### src/rtl/pcr_pkg.sv
package pcr_pkg;

  localparam int IDX_W  = 5;
  localparam int DATA_W = 64;
  localparam int WIDE_N = 8;
  localparam int SLOT_W = $clog2(WIDE_N);

  typedef enum logic [IDX_W-1:0] {
    IX_ASPACE    = 5'd0,
    IX_TRAP_EN   = 5'd1,
    IX_TRAP_PEND = 5'd2,
    IX_FPU_EN    = 5'd3,
    IX_IPI_REQ   = 5'd4,
    IX_PRIO      = 5'd5,
    IX_KSTACK    = 5'd6,
    IX_MCHK      = 5'd7,
    IX_CTXBLK    = 5'd8,
    IX_CPU_BASE  = 5'd9,
    IX_PGTBL     = 5'd10,
    IX_VEC_BASE  = 5'd11,
    IX_SWI_REQ   = 5'd12,
    IX_SWI_SUM   = 5'd13,
    IX_SSTACK    = 5'd14,
    IX_SYS_PGTBL = 5'd15,
    IX_TB_PROBE  = 5'd16,
    IX_FL_ALL    = 5'd17,
    IX_FL_PROC   = 5'd18,
    IX_FL_ONE    = 5'd19,
    IX_FL_ONE_D  = 5'd20,
    IX_FL_ONE_I  = 5'd21,
    IX_USTACK    = 5'd22,
    IX_VA_BOUND  = 5'd23,
    IX_VPT_BASE  = 5'd24,
    IX_CPU_ID    = 5'd25,
    IX_ESTACK    = 5'd26
  } pcr_idx_e;

  // Replicate bit msb of v into every bit above it.
  function automatic logic [DATA_W-1:0] sext_at(input logic [DATA_W-1:0] v,
                                                input int unsigned msb);
    logic [DATA_W-1:0] hi;
    hi = {DATA_W{1'b1}} << msb;
    return v[msb] ? (v | hi) : (v & ~hi);
  endfunction

  // Clear mask in the low nibble, set mask in the next nibble.
  function automatic logic [3:0] trap_merge(input logic [3:0] cur,
                                            input logic [DATA_W-1:0] v);
    return (cur & v[3:0]) | v[7:4];
  endfunction

  // Write-one-to-clear on [2:0], direct load on [4:3].
  function automatic logic [4:0] mchk_merge(input logic [4:0] cur,
                                            input logic [DATA_W-1:0] v);
    return {v[4:3], cur[2:0] & ~v[2:0]};
  endfunction

  // Post software interrupt level v[3:0]; level 0 posts nothing.
  function automatic logic [15:0] swi_post(input logic [15:0] cur,
                                           input logic [DATA_W-1:0] v);
    logic [15:0] bitsel;
    bitsel = 16'(1) << v[3:0];
    return (v[3:0] != 4'd0) ? (cur | bitsel) : cur;
  endfunction

  // Map full-width indices to storage slots: {hit, slot}.
  function automatic logic [SLOT_W:0] wide_slot(input logic [IDX_W-1:0] ix);
    case (ix)
      IX_KSTACK:    return {1'b1, 3'd0};
      IX_CPU_BASE:  return {1'b1, 3'd1};
      IX_SSTACK:    return {1'b1, 3'd2};
      IX_SYS_PGTBL: return {1'b1, 3'd3};
      IX_USTACK:    return {1'b1, 3'd4};
      IX_VA_BOUND:  return {1'b1, 3'd5};
      IX_VPT_BASE:  return {1'b1, 3'd6};
      IX_ESTACK:    return {1'b1, 3'd7};
      default:      return '0;
    endcase
  endfunction

endpackage

### src/rtl/pcr_access.sv
module pcr_access
  import pcr_pkg::*;
(
  input  logic [IDX_W-1:0] idx,
  input  logic             is_write,
  input  logic             pal_mode,
  input  logic             feat_vmext,
  output logic             access_err,
  output logic             has_old,
  output logic             flush_hit,
  output logic             flush_one
);

  always_comb begin
    access_err = 1'b0;
    has_old    = 1'b0;
    flush_hit  = 1'b0;
    flush_one  = 1'b0;
    case (idx)
      IX_TRAP_EN, IX_TRAP_PEND, IX_PRIO:
        has_old = is_write;
      IX_FPU_EN, IX_MCHK, IX_CPU_BASE, IX_VEC_BASE,
      IX_SSTACK, IX_USTACK, IX_VPT_BASE, IX_ESTACK:
        access_err = 1'b0;
      IX_IPI_REQ, IX_SWI_REQ:
        access_err = !is_write;
      IX_FL_ALL, IX_FL_PROC: begin
        access_err = !is_write;
        flush_hit  = is_write;
      end
      IX_FL_ONE, IX_FL_ONE_D, IX_FL_ONE_I: begin
        access_err = !is_write;
        flush_hit  = is_write;
        flush_one  = is_write;
      end
      IX_ASPACE, IX_CTXBLK, IX_PGTBL, IX_SWI_SUM, IX_TB_PROBE, IX_CPU_ID:
        access_err = is_write;
      IX_KSTACK:
        access_err = !pal_mode;
      IX_SYS_PGTBL, IX_VA_BOUND:
        access_err = !feat_vmext;
      default:
        access_err = 1'b1;
    endcase
  end

endmodule

### src/rtl/pcr_bank.sv
module pcr_bank
  import pcr_pkg::*;
#(
  parameter int                 ASN_W       = 8,
  parameter int                 CTX_W       = 48,
  parameter int                 VEC_W       = 32,
  parameter logic [ASN_W-1:0]   ASN_INIT    = 8'h2A,
  parameter logic [CTX_W-1:0]   CTX_INIT    = 48'h8000_0000_1000,
  parameter logic [DATA_W-1:0]  PGTBL_INIT  = 64'h0000_0000_0040_0000,
  parameter logic [DATA_W-1:0]  CPU_ID_INIT = 64'h3,
  parameter logic [4:0]         PRIO_INIT   = 5'h1F
)(
  input  logic              clk,
  input  logic              rst_n,
  input  logic              wr_en,
  input  logic [IDX_W-1:0]  idx,
  input  logic [DATA_W-1:0] wdata,
  input  logic              feat_asn,
  output logic [DATA_W-1:0] rd_val,
  output logic [DATA_W-1:0] old_val
);

  localparam int CTX_MSB = CTX_W - 1;
  localparam int VEC_MSB = VEC_W - 1;

  logic [3:0]        trap_en_q, trap_pend_q;
  logic              fpu_q;
  logic [4:0]        prio_q, mchk_q;
  logic [VEC_W-1:0]  vec_q;
  logic [15:0]       swi_q;
  logic [DATA_W-1:0] wide_q [WIDE_N];

  logic [SLOT_W:0]   slot;
  logic              wr_trap_en, wr_trap_pend, wr_prio, wr_mchk, wr_swi;

  assign slot         = wide_slot(idx);
  assign wr_trap_en   = wr_en && (idx == IX_TRAP_EN);
  assign wr_trap_pend = wr_en && (idx == IX_TRAP_PEND);
  assign wr_prio      = wr_en && (idx == IX_PRIO);
  assign wr_mchk      = wr_en && (idx == IX_MCHK);
  assign wr_swi       = wr_en && (idx == IX_SWI_REQ);

  always_ff @(posedge clk) begin
    if (!rst_n) begin
      trap_en_q   <= '0;
      trap_pend_q <= '0;
      fpu_q       <= 1'b0;
      prio_q      <= PRIO_INIT;
      mchk_q      <= '0;
      vec_q       <= '0;
      swi_q       <= '0;
    end else begin
      if (wr_trap_en)   trap_en_q   <= trap_merge(trap_en_q, wdata);
      if (wr_trap_pend) trap_pend_q <= trap_merge(trap_pend_q, wdata);
      if (wr_en && idx == IX_FPU_EN)   fpu_q <= wdata[0];
      if (wr_prio)      prio_q      <= wdata[4:0];
      if (wr_mchk)      mchk_q      <= mchk_merge(mchk_q, wdata);
      if (wr_en && idx == IX_VEC_BASE) vec_q <= wdata[VEC_W-1:0];
      if (wr_swi)       swi_q       <= swi_post(swi_q, wdata);
    end
  end

  for (genvar g = 0; g < WIDE_N; g++) begin : g_wide
    always_ff @(posedge clk) begin
      if (!rst_n)
        wide_q[g] <= '0;
      else if (wr_en && slot[SLOT_W] && slot[SLOT_W-1:0] == SLOT_W'(g))
        wide_q[g] <= wdata;
    end
  end

  always_comb begin
    rd_val = '0;
    if (slot[SLOT_W]) begin
      rd_val = wide_q[slot[SLOT_W-1:0]];
    end else begin
      case (idx)
        IX_ASPACE:    rd_val = feat_asn ? DATA_W'(ASN_INIT) : '0;
        IX_TRAP_EN:   rd_val = sext_at(DATA_W'(trap_en_q), 3);
        IX_TRAP_PEND: rd_val = sext_at(DATA_W'(trap_pend_q), 3);
        IX_FPU_EN:    rd_val = sext_at(DATA_W'(fpu_q), 0);
        IX_PRIO:      rd_val = sext_at(DATA_W'(prio_q), 4);
        IX_MCHK:      rd_val = sext_at(DATA_W'(mchk_q), 4);
        IX_CTXBLK:    rd_val = sext_at(DATA_W'(CTX_INIT), CTX_MSB);
        IX_PGTBL:     rd_val = PGTBL_INIT;
        IX_VEC_BASE:  rd_val = sext_at(DATA_W'(vec_q), VEC_MSB);
        IX_SWI_SUM:   rd_val = sext_at(DATA_W'(swi_q), 15);
        IX_CPU_ID:    rd_val = CPU_ID_INIT;
        default:      rd_val = '0;
      endcase
    end
  end

  always_comb begin
    case (idx)
      IX_TRAP_EN:   old_val = DATA_W'(trap_en_q);
      IX_TRAP_PEND: old_val = DATA_W'(trap_pend_q);
      IX_PRIO:      old_val = sext_at(DATA_W'(prio_q), 4);
      default:      old_val = '0;
    endcase
  end

  assert_trap_merge_R3: assert property (@(posedge clk) disable iff (!rst_n)
    wr_trap_en |=> trap_en_q == (($past(trap_en_q) & $past(wdata[3:0])) | $past(wdata[7:4])));

  assert_prio_load_R4: assert property (@(posedge clk) disable iff (!rst_n)
    wr_prio |=> prio_q == $past(wdata[4:0]));

  assert_swi_zero_R5: assert property (@(posedge clk) disable iff (!rst_n)
    (wr_swi && wdata[3:0] == 4'd0) |=> $stable(swi_q));

  assert_swi_grow_R5: assert property (@(posedge clk) disable iff (!rst_n)
    wr_swi |=> ((swi_q & $past(swi_q)) == $past(swi_q)));

  assert_mchk_clear_R6: assert property (@(posedge clk) disable iff (!rst_n)
    wr_mchk |=> (mchk_q[2:0] & $past(wdata[2:0])) == 3'd0 && mchk_q[4:3] == $past(wdata[4:3]));

endmodule

### src/rtl/pcr_flush.sv
module pcr_flush
  import pcr_pkg::*;
(
  input  logic              clk,
  input  logic              rst_n,
  input  logic              fire,
  input  logic              single,
  input  logic [DATA_W-1:0] addr,
  output logic              pulse,
  output logic              pulse_single,
  output logic [DATA_W-1:0] pulse_addr
);

  always_ff @(posedge clk) begin
    if (!rst_n) begin
      pulse        <= 1'b0;
      pulse_single <= 1'b0;
      pulse_addr   <= '0;
    end else begin
      pulse        <= fire;
      pulse_single <= fire && single;
      pulse_addr   <= (fire && single) ? addr : '0;
    end
  end

  assert_single_needs_pulse_R12: assert property (@(posedge clk) disable iff (!rst_n)
    pulse_single |-> pulse);

endmodule

### src/rtl/pcr_file.sv
module pcr_file
  import pcr_pkg::*;
#(
  parameter int                 ASN_W       = 8,
  parameter int                 CTX_W       = 48,
  parameter int                 VEC_W       = 32,
  parameter logic [ASN_W-1:0]   ASN_INIT    = 8'h2A,
  parameter logic [CTX_W-1:0]   CTX_INIT    = 48'h8000_0000_1000,
  parameter logic [DATA_W-1:0]  PGTBL_INIT  = 64'h0000_0000_0040_0000,
  parameter logic [DATA_W-1:0]  CPU_ID_INIT = 64'h3,
  parameter logic [4:0]         PRIO_INIT   = 5'h1F
)(
  input  logic              clk,
  input  logic              rst_n,
  input  logic              cmd_valid,
  input  logic              cmd_write,
  input  logic [4:0]        cmd_index,
  input  logic [63:0]       cmd_wdata,
  input  logic              pal_mode,
  input  logic              feat_asn,
  input  logic              feat_vmext,
  output logic              rsp_valid,
  output logic [63:0]       rsp_data,
  output logic              rsp_old,
  output logic              rsp_error,
  output logic              flush_pulse,
  output logic              flush_single,
  output logic [63:0]       flush_addr
);

  logic              acc_err, has_old, flush_hit, flush_one;
  logic              wr_en, bad_cmd, flush_fire;
  logic [DATA_W-1:0] rd_val, old_val;

  pcr_access u_access (
    .idx        (cmd_index),
    .is_write   (cmd_write),
    .pal_mode   (pal_mode),
    .feat_vmext (feat_vmext),
    .access_err (acc_err),
    .has_old    (has_old),
    .flush_hit  (flush_hit),
    .flush_one  (flush_one)
  );

  assign bad_cmd    = cmd_valid && acc_err;
  assign wr_en      = cmd_valid && cmd_write && !acc_err;
  assign flush_fire = wr_en && flush_hit;

  pcr_bank #(
    .ASN_W(ASN_W), .CTX_W(CTX_W), .VEC_W(VEC_W),
    .ASN_INIT(ASN_INIT), .CTX_INIT(CTX_INIT), .PGTBL_INIT(PGTBL_INIT),
    .CPU_ID_INIT(CPU_ID_INIT), .PRIO_INIT(PRIO_INIT)
  ) u_bank (
    .clk      (clk),
    .rst_n    (rst_n),
    .wr_en    (wr_en),
    .idx      (cmd_index),
    .wdata    (cmd_wdata),
    .feat_asn (feat_asn),
    .rd_val   (rd_val),
    .old_val  (old_val)
  );

  pcr_flush u_flush (
    .clk          (clk),
    .rst_n        (rst_n),
    .fire         (flush_fire),
    .single       (flush_one),
    .addr         (cmd_wdata),
    .pulse        (flush_pulse),
    .pulse_single (flush_single),
    .pulse_addr   (flush_addr)
  );

  always_ff @(posedge clk) begin
    if (!rst_n) begin
      rsp_valid <= 1'b0;
      rsp_error <= 1'b0;
      rsp_old   <= 1'b0;
      rsp_data  <= '0;
    end else begin
      rsp_valid <= cmd_valid;
      rsp_error <= bad_cmd;
      rsp_old   <= wr_en && has_old;
      if (!cmd_valid || acc_err) rsp_data <= '0;
      else if (cmd_write)        rsp_data <= has_old ? old_val : '0;
      else                       rsp_data <= rd_val;
    end
  end

  assert_one_cycle_R2: assert property (@(posedge clk) disable iff (!rst_n)
    cmd_valid |=> rsp_valid);

  assert_wo_read_err_R8: assert property (@(posedge clk) disable iff (!rst_n)
    (cmd_valid && !cmd_write && (cmd_index == IX_SWI_REQ || cmd_index == IX_FL_ALL))
      |=> rsp_error);

  assert_kstack_gate_R10: assert property (@(posedge clk) disable iff (!rst_n)
    (cmd_valid && cmd_index == IX_KSTACK && !pal_mode) |=> rsp_error);

  assert_flush_cause_R12: assert property (@(posedge clk) disable iff (!rst_n)
    flush_pulse |-> $past(cmd_valid && cmd_write) && !rsp_error);

  assert_err_quiet_R13: assert property (@(posedge clk) disable iff (!rst_n)
    rsp_error |-> rsp_data == '0 && !rsp_old && !flush_pulse);

endmodule

### config.mk
export PLATFORM = sky130hd
export DESIGN_NAME = pcr_file
export DESIGN_NICKNAME = d
export VERILOG_FILES = /design/src/rtl/pcr_pkg.sv /design/src/rtl/pcr_access.sv /design/src/rtl/pcr_bank.sv /design/src/rtl/pcr_flush.sv /design/src/rtl/pcr_file.sv
export SDC_FILE = /design/constraint.sdc
export NUM_CORES = 1
export LEC_CHECK = 0
export ABC_AREA = 1
export BUFFER_PORTS_ARGS = -buffer_cell sky130_fd_sc_hd__buf_2
export CORE_ASPECT_RATIO = 0.8
export CORE_MARGIN = 2
export CORE_UTILIZATION = 50
export DETAILED_ROUTE_END_ITERATION = 16
export PLACE_DENSITY = 0.64
export SETUP_SLACK_MARGIN = 0.4
export SYNTH_ARGS = -nofsm -noshare
export SYNTH_HDL_FRONTEND = slang
export SYNTH_SLANG_ARGS = --single-unit
### constraint.sdc
create_clock -name clk -period 8.32 [get_ports clk]
set_input_delay 1.664 -clock clk [delete_from_list [all_inputs] [get_ports clk]]
set_output_delay 1.664 -clock clk [all_outputs]
set_load 0.05 [all_outputs]
# Word-level counts from Yosys, hierarchy flattened
# Memories as Yosys holds them, arrays and structs flattened.
# Index checks and enable logic that the tools add are counted.
# word_totals
ff_bits,200
latch_bits,0
ramBits,512
romBits,128
in_bits,76
out_inout_bits,133
elab_cells,157
memories,2
# memory_table
name,words,word_bits,read_ports,rd_clocked_by_memory_dff,wr,line_no,source
u_bank.wide_q,8,64,1,0,8,pcr_bank.sv:31,logic [DATA_W-1:0] wide_q [WIDE_N];
(name not given),32,4,1,0,0,pcr_pkg.sv:68,case (ix)
# op_classes
n_addsub,0
n_mul,0
div_mod_pow,0
n_lt_le_gt_ge,0
eq_ne,33
shift,1
mux,50
bitwise,16
reduce_logical,41
# op_table
op,count
$mux 64,18
$pmux 64 s11,1
$pmux 64 s3,1
$eq 5x5->1 const B,11
$eq 5x4->1 const B,8
$mux 1,28
$logic_and 1x1->1,22
$eq 5x3->1 const B,4
$or 16x16->16,1
$shl 1x4->16 const A,1
$eq 3x3->1 const B,4
$reduce_or 11->1,1
$eq 5x2->1 const B,2
$and 4x4->4,2
$or 1x1->1,8
$or 4x4->4,2
$reduce_or 7->1,1
$eq 3x2->1 const B,2
$mux 6,1
$reduce_or 3->1,2
$reduce_or 6->1,1
$eq 5x1->1 const B,1
$logic_not 1->1,5
$logic_not 5->1,1
11 further kinds,13

# Longest topological paths before layout
# logic_depth
depth_word,11
mapped_depth,16
ltp_nobuf,14

# By module
# From an unflattened synthesis, not the netlist that was laid out.
# hier_totals
cells_unflattened,3684
hier_area_um2,32000.7
# by_module_without_submodules
mod,instances,cells_each,area_per_inst_um2,seq_area_each_um2
pcr_bank,1,3106,26999.6,16716.0
pcr_file,1,298,2429.8,1341.3
pcr_flush,1,205,2228.4,1321.3
pcr_access,1,75,342.8,0.0

# Least setup slack after synthesis
# Ideal clock, no wire load.
# synth_path
path_kind,input to register
start,in cmd_index[2]
end,mem u_bank.wide_q[5][0] (enable)
setup_ns,0.424
arrival_time_ns,4.453
required_ns,7.896
path_slack_ns,3.444
path_stages,13
n_path_buf,2
path_cell_list,buf_2 nor2_2 nand2_1 nor2_1 nor2_1 nand2_1 nor3_1 nand2_2 nand3_2 nor2_4 buf_6 nand3_1 nand2_1
# synth_lines
element,line_no,source
from (decl),pcr_file.sv:17,"input logic [4:0] cmd_index,"
to (decl),pcr_bank.sv:31,

==> report_table.html <==
<table>
<tr><th>Metric</th><th>Value</th></tr>
<tr><th colspan="2">Timing</th></tr>
<tr><td>Accumulated negative setup slack</td><td>0 ps</td></tr>
<tr><td>Relative slew slack</td><td>23.6%</td></tr>
<tr><td>F_max</td><td>0.179 GHz</td></tr>
<tr><td>Clock skew</td><td>roughly 16 ps</td></tr>
<tr><td>Worst-case setup margin in the final layout</td><td>between 2000 and 3000 ps</td></tr>
<tr><td>Final max-slew violation count</td><td>0</td></tr>
<tr><td>Total of endpoints with negative setup slack in the final report</td><td>0</td></tr>
<tr><td>Fraction of the cycle the final worst path needs</td><td>between 60 and 70%</td></tr>
<tr><td>Least-Margin Pin Slew</td><td>1150 ps</td></tr>
<tr><td>Min cycle time layout</td><td>roughly 5600 ps</td></tr>
<tr><td>Final hold violation count</td><td>0</td></tr>
<tr><td>RSZ-0062 raised after global routing</td><td>false</td></tr>
<tr><th colspan="2">Route</th></tr>
<tr><td>Final routed wire length divided by cell count</td><td>20.9 um</td></tr>
<tr><td>Iteration-0 DRC Markers</td><td>3021</td></tr>
<tr><td>TritonRoute pass-1 iters</td><td>8</td></tr>
<tr><td>Number of nets with antenna violations after routing</td><td>0</td></tr>
<tr><td>Vias per inst</td><td>5.68</td></tr>
<tr><td>Number of DRC violations after detailed routing</td><td>0</td></tr>
<tr><td>Via count of the routed design</td><td>25400</td></tr>
<tr><td>Total wirelength of the detailed-routed design</td><td>93100 um</td></tr>
<tr><th colspan="2">Worst setup path</th></tr>
<tr><td>Critical path endpoint category</td><td>register</td></tr>
<tr><td>Slack of the worst reg-to-reg path</td><td>5230 ps</td></tr>
<tr><td>End of the worst register-to-register path</td><td>rsp_data[49]</td></tr>
<tr><td>Crit path largest cell delay</td><td>820 ps</td></tr>
<tr><td>Kind of critical path</td><td>in -&gt; reg</td></tr>
<tr><td>CP required</td><td>8790 ps</td></tr>
<tr><td>Worst reg2reg startpoint</td><td>u_bank.fpu_q</td></tr>
<tr><td>Cell with the biggest individual delay on the critical path</td><td>sky130_fd_sc_hd__nand4_4</td></tr>
<tr><td>Maximum fanout along the worst path</td><td>62</td></tr>
<tr><td>Worst r2r path cells</td><td>7</td></tr>
<tr><td>Category of cells accounting for the largest share of critical-path delay</td><td>simple AND/OR/NAND/NOR gates</td></tr>
<tr><td>Crit path DAT</td><td>6070 ps</td></tr>
<tr><td>Worst path cell trace</td><td>buf_2 &gt; inv_1 &gt; nand4_1 &gt; nand2_4 &gt; inv_4 &gt; nand3_2 &gt; inv_2 &gt; nor2_4 &gt; nand4_4 &gt; buf_4 &gt; nor2_1</td></tr>
<tr><td>Crit path buf inv count</td><td>5</td></tr>
<tr><td>Kind of start point of the critical path</td><td>input pin</td></tr>
<tr><th colspan="2">Placed design</th></tr>
<tr><td>Post-Place Worst Slack</td><td>2180 ps</td></tr>
<tr><td>Half-perimeter wire length after placement</td><td>between 50000 and 60000 um</td></tr>
<tr><td>RD Place Congestion</td><td>0.909</td></tr>
<tr><td>Buffers added on ports</td><td>208</td></tr>
<tr><th colspan="2">Final layout</th></tr>
<tr><td>Signed area change from the synthesized netlist to the final layout</td><td>13.0%</td></tr>
<tr><td>Commonest non-fill, non-tap cell in the layout</td><td>sky130_fd_sc_hd__nand2_1</td></tr>
<tr><td>Leading cell types in the layout, fill and taps excluded</td><td>1001 x sky130_fd_sc_hd__nand2_1, 696 x sky130_fd_sc_hd__nor2_1, 512 x sky130_fd_sc_hd__edfxtp_1, 478 x sky130_fd_sc_hd__nand3_1, 208 x sky130_fd_sc_hd__buf_2</td></tr>
<tr><td>Antenna diode instance count</td><td>0</td></tr>
<tr><td>End-of-flow core utilization</td><td>57.2%</td></tr>
<tr><td>Net total in the final layout</td><td>3650</td></tr>
<tr><td>Fraction of final layout cells sized beyond drive strength 1</td><td>between 10% and 20%</td></tr>
<tr><th colspan="2">Global routing</th></tr>
<tr><td>Overall overflow remaining after global route</td><td>0</td></tr>
<tr><td>Number of global-route vias before repair</td><td>24300</td></tr>
<tr><td>Maximum number of pins on one net before global-route repair</td><td>217</td></tr>
<tr><td>Antenna violations before repair</td><td>0</td></tr>
<tr><td>Global-route wire length before repair</td><td>142000 um</td></tr>
<tr><td>GRT Total Usage</td><td>29.2%</td></tr>
<tr><th colspan="2">Yosys</th></tr>
<tr><td>Cell accounting for the most synthesized area</td><td>sky130_fd_sc_hd__edfxtp_1</td></tr>
<tr><td>Sequential fraction of the synthesis area</td><td>a little over three fifths</td></tr>
<tr><td>Post-Synthesis Cells</td><td>between 3000 and 4000</td></tr>
<tr><td>Mapped Nets</td><td>approximately 3600</td></tr>
<tr><td>Post-synth cell types</td><td>32</td></tr>
<tr><td>Summed instance area of the synthesized netlist</td><td>30900 um^2</td></tr>
<tr><td>Number of synthesized register bits</td><td>around 710</td></tr>
<tr><td>Warnings, synthesis</td><td>0</td></tr>
<tr><td>Share of the synthesized area in the top cell type</td><td>49.7%</td></tr>
<tr><td>Mean instance size in the synthesized netlist</td><td>8.84 um^2</td></tr>
<tr><td>Area contributors post-synth</td><td>sky130_fd_sc_hd__edfxtp_1 50%, sky130_fd_sc_hd__dfxtp_1 13%, sky130_fd_sc_hd__nand2_1 12%</td></tr>
<tr><th colspan="2">Clock network</th></tr>
<tr><td>Resized Gates After CTS</td><td>0</td></tr>
<tr><td>Total clock sinks</td><td>around 700</td></tr>
<tr><td>Buffers inserted during post-CTS setup optimization</td><td>0</td></tr>
<tr><td>Number of H-tree branching levels</td><td>3</td></tr>
<tr><td>Clock edge transition at the registers on the reported setup and hold paths</td><td>about 60 ps</td></tr>
<tr><td>Number of hold-repair buffers added at the cts stage</td><td>0</td></tr>
<tr><td>Number of buffers on the longest clock path</td><td>3</td></tr>
<tr><td>Number of buffers inserted during clock tree synthesis</td><td>74</td></tr>
<tr><td>CTS root buffer</td><td>sky130_fd_sc_hd__clkbuf_16</td></tr>
<tr><td>CTS tree</td><td>done</td></tr>
<tr><td>Clock latency of the later-clocked register in the worst-skew pair</td><td>620 ps</td></tr>
<tr><th colspan="2">Floorplanning</th></tr>
<tr><td>Number of cell rows</td><td>81</td></tr>
<tr><td>Full die area</td><td>63900 um^2</td></tr>
<tr><td>Top-Level Pins</td><td>209</td></tr>
<tr><td>Overall die width</td><td>282 um</td></tr>
<tr><td>Effective utilization at floorplan</td><td>50.6%</td></tr>
<tr><td>Area inside the core boundary</td><td>around 60000 um^2</td></tr>
<tr><td>Die Height</td><td>227 um</td></tr>
<tr><th colspan="2">Run</th></tr>
<tr><td>Count of maximum capacitance violations</td><td>0</td></tr>
<tr><th colspan="2">Worst hold path</th></tr>
<tr><td>Min-Delay Path Depth</td><td>2</td></tr>
<tr><td>Critical hold path startpoint</td><td>u_bank.swi_q[0]</td></tr>
<tr><td>Min-Delay Path Class</td><td>reg -&gt; reg</td></tr>
<tr><td>Hold Crit Endpoint</td><td>u_bank.swi_q[0]</td></tr>
<tr><th colspan="2">Power and ir drop</th></tr>
<tr><td>Final Power</td><td>8.01 mW</td></tr>
<tr><td>Power per cell area</td><td>between 200 and 250 nW/um^2</td></tr>
<tr><td>IR Drop Worst-Case VDD</td><td>0.145 mV</td></tr>
<tr><td>Leak</td><td>14.9 nW</td></tr>
<tr><th colspan="2">Run status</th></tr>
<tr><td>Outcome</td><td>finished clean</td></tr>
</table>
==> worst register-to-register path, stage by stage, from the launching register on <==
cell and delay (ps):
sky130_fd_sc_hd__dfxtp_1 330, sky130_fd_sc_hd__nand2_1 160, sky130_fd_sc_hd__nand3_1 260, sky130_fd_sc_hd__nor3_4 880, sky130_fd_sc_hd__and2_1 870, sky130_fd_sc_hd__nand2_1 250, sky130_fd_sc_hd__nand2_1 120, sky130_fd_sc_hd__a21oi_1 70
==> power breakdown <==
part	internal [mW]	switching [mW]	leakage (nW)
clock network	1.97	1.38	1.19
logic	0.160	0.523	7.21
registers	3.93	0.0401	6.47
total	6.06	1.94	14.9
==> per-layer routing <==
layer / GRT usage (%) / part of all wire [%]
met5: 0 / 0
met4: 9.47 / 2.9
met3: 4.62 / 9.5
met2: 46.4 / 46
met1: 41.1 / 42
==> synth_stat cells <==
cell type                   number
sky130_fd_sc_hd__nand4_2         6
sky130_fd_sc_hd__buf_1          36
sky130_fd_sc_hd__nand3b_1        1
sky130_fd_sc_hd__a2111oi_1       1
sky130_fd_sc_hd__o22ai_1         1
sky130_fd_sc_hd__buf_2          44
sky130_fd_sc_hd__buf_6           1
sky130_fd_sc_hd__o221ai_1        2
sky130_fd_sc_hd__clkbuf_1      170
sky130_fd_sc_hd__o21ai_1         3
sky130_fd_sc_hd__nor4_1          2
sky130_fd_sc_hd__nand3_2         1
sky130_fd_sc_hd__nor2_2          4
sky130_fd_sc_hd__inv_1          53
sky130_fd_sc_hd__dfxtp_1       200
sky130_fd_sc_hd__clkinv_1       59
sky130_fd_sc_hd__nor3_2          1
sky130_fd_sc_hd__o211ai_1        1
sky130_fd_sc_hd__edfxtp_1      512
sky130_fd_sc_hd__o21ai_0        56
sky130_fd_sc_hd__nor3_1          8
sky130_fd_sc_hd__nand4_4         2
sky130_fd_sc_hd__nand3_1       482
sky130_fd_sc_hd__a21oi_1       106
sky130_fd_sc_hd__inv_2           9
sky130_fd_sc_hd__nand2_2         1
sky130_fd_sc_hd__nor2_4          2
sky130_fd_sc_hd__nand4_1        20
sky130_fd_sc_hd__a22oi_1         2
sky130_fd_sc_hd__nand2_1      1014
sky130_fd_sc_hd__nor2_1        697
sky130_fd_sc_hd__and2_1          2
==> sequential cells by signal, indices dropped and copies added, names as in the netlist <==
signal,cells
u_bank.fpu_q,1
rsp_data,64
u_bank.swi_q,16
u_bank.trap_en_q,4
u_bank.vec_q,32
rsp_valid,1
rsp_old,1
u_flush.pulse_single,1
u_bank.prio_q,5
u_flush.pulse,1
u_bank.trap_pend_q,4
u_bank.wide_q,512
u_flush.pulse_addr,64
rsp_error,1
u_bank.mchk_q,5
==> cell families (layout without fill, tap and decap cells) <==
group | count (synthesis) | after routing | synth area share, %
flip-flops | 712 | 712 | 62.6
AND/OR/NAND/NOR | 2243 | 2243 | 29.8
AO/OA/AOI/OAI | 172 | 172 | 2.85
buffers and inverters | 372 | 507 | 4.71
==> per-stage QoR <==
stage / hold WS [ps] / instance area, um^2 / std cells
3_5_place_dp: 417 / 32500 / 4328
2_1_floorplan: 407 / 30900 / 3499
3_3_place_gp: 415 / 32500 / 4328
6_report: 427 / 35000 / 4464
5_1_grt: 459 / 35000 / 4464
4_1_cts: 427 / 35000 / 4464
==> area by class of cell <==
type | instances | area, um^2
fill | 5442 | 26100
sequential | 712 | 19400
multi-input combinational | 2415 | 10300
clock buffer | 117 | 2240
timing repair buffer | 250 | 1370
tap | 830 | 1040
inverter | 121 | 458
clock inverter | 19 | 193
==> worst max-delay path by stage <==
stage,start,to,slack (ps),depth (start not counted)
floorplan,cmd_index[2],u_bank.wide_q[5][0],3440,13
global placement,cmd_index[4],u_bank.wide_q[6][5],2270,11
detailed placement,cmd_index[4],u_bank.wide_q[6][5],2180,11
CTS,cmd_index[4],u_bank.wide_q[6][0],2840,11
global route,cmd_index[4],u_bank.wide_q[1][31],2510,11
finish,cmd_index[4],u_bank.wide_q[1][37],2720,11
Power figures use the tool's default switching activity.
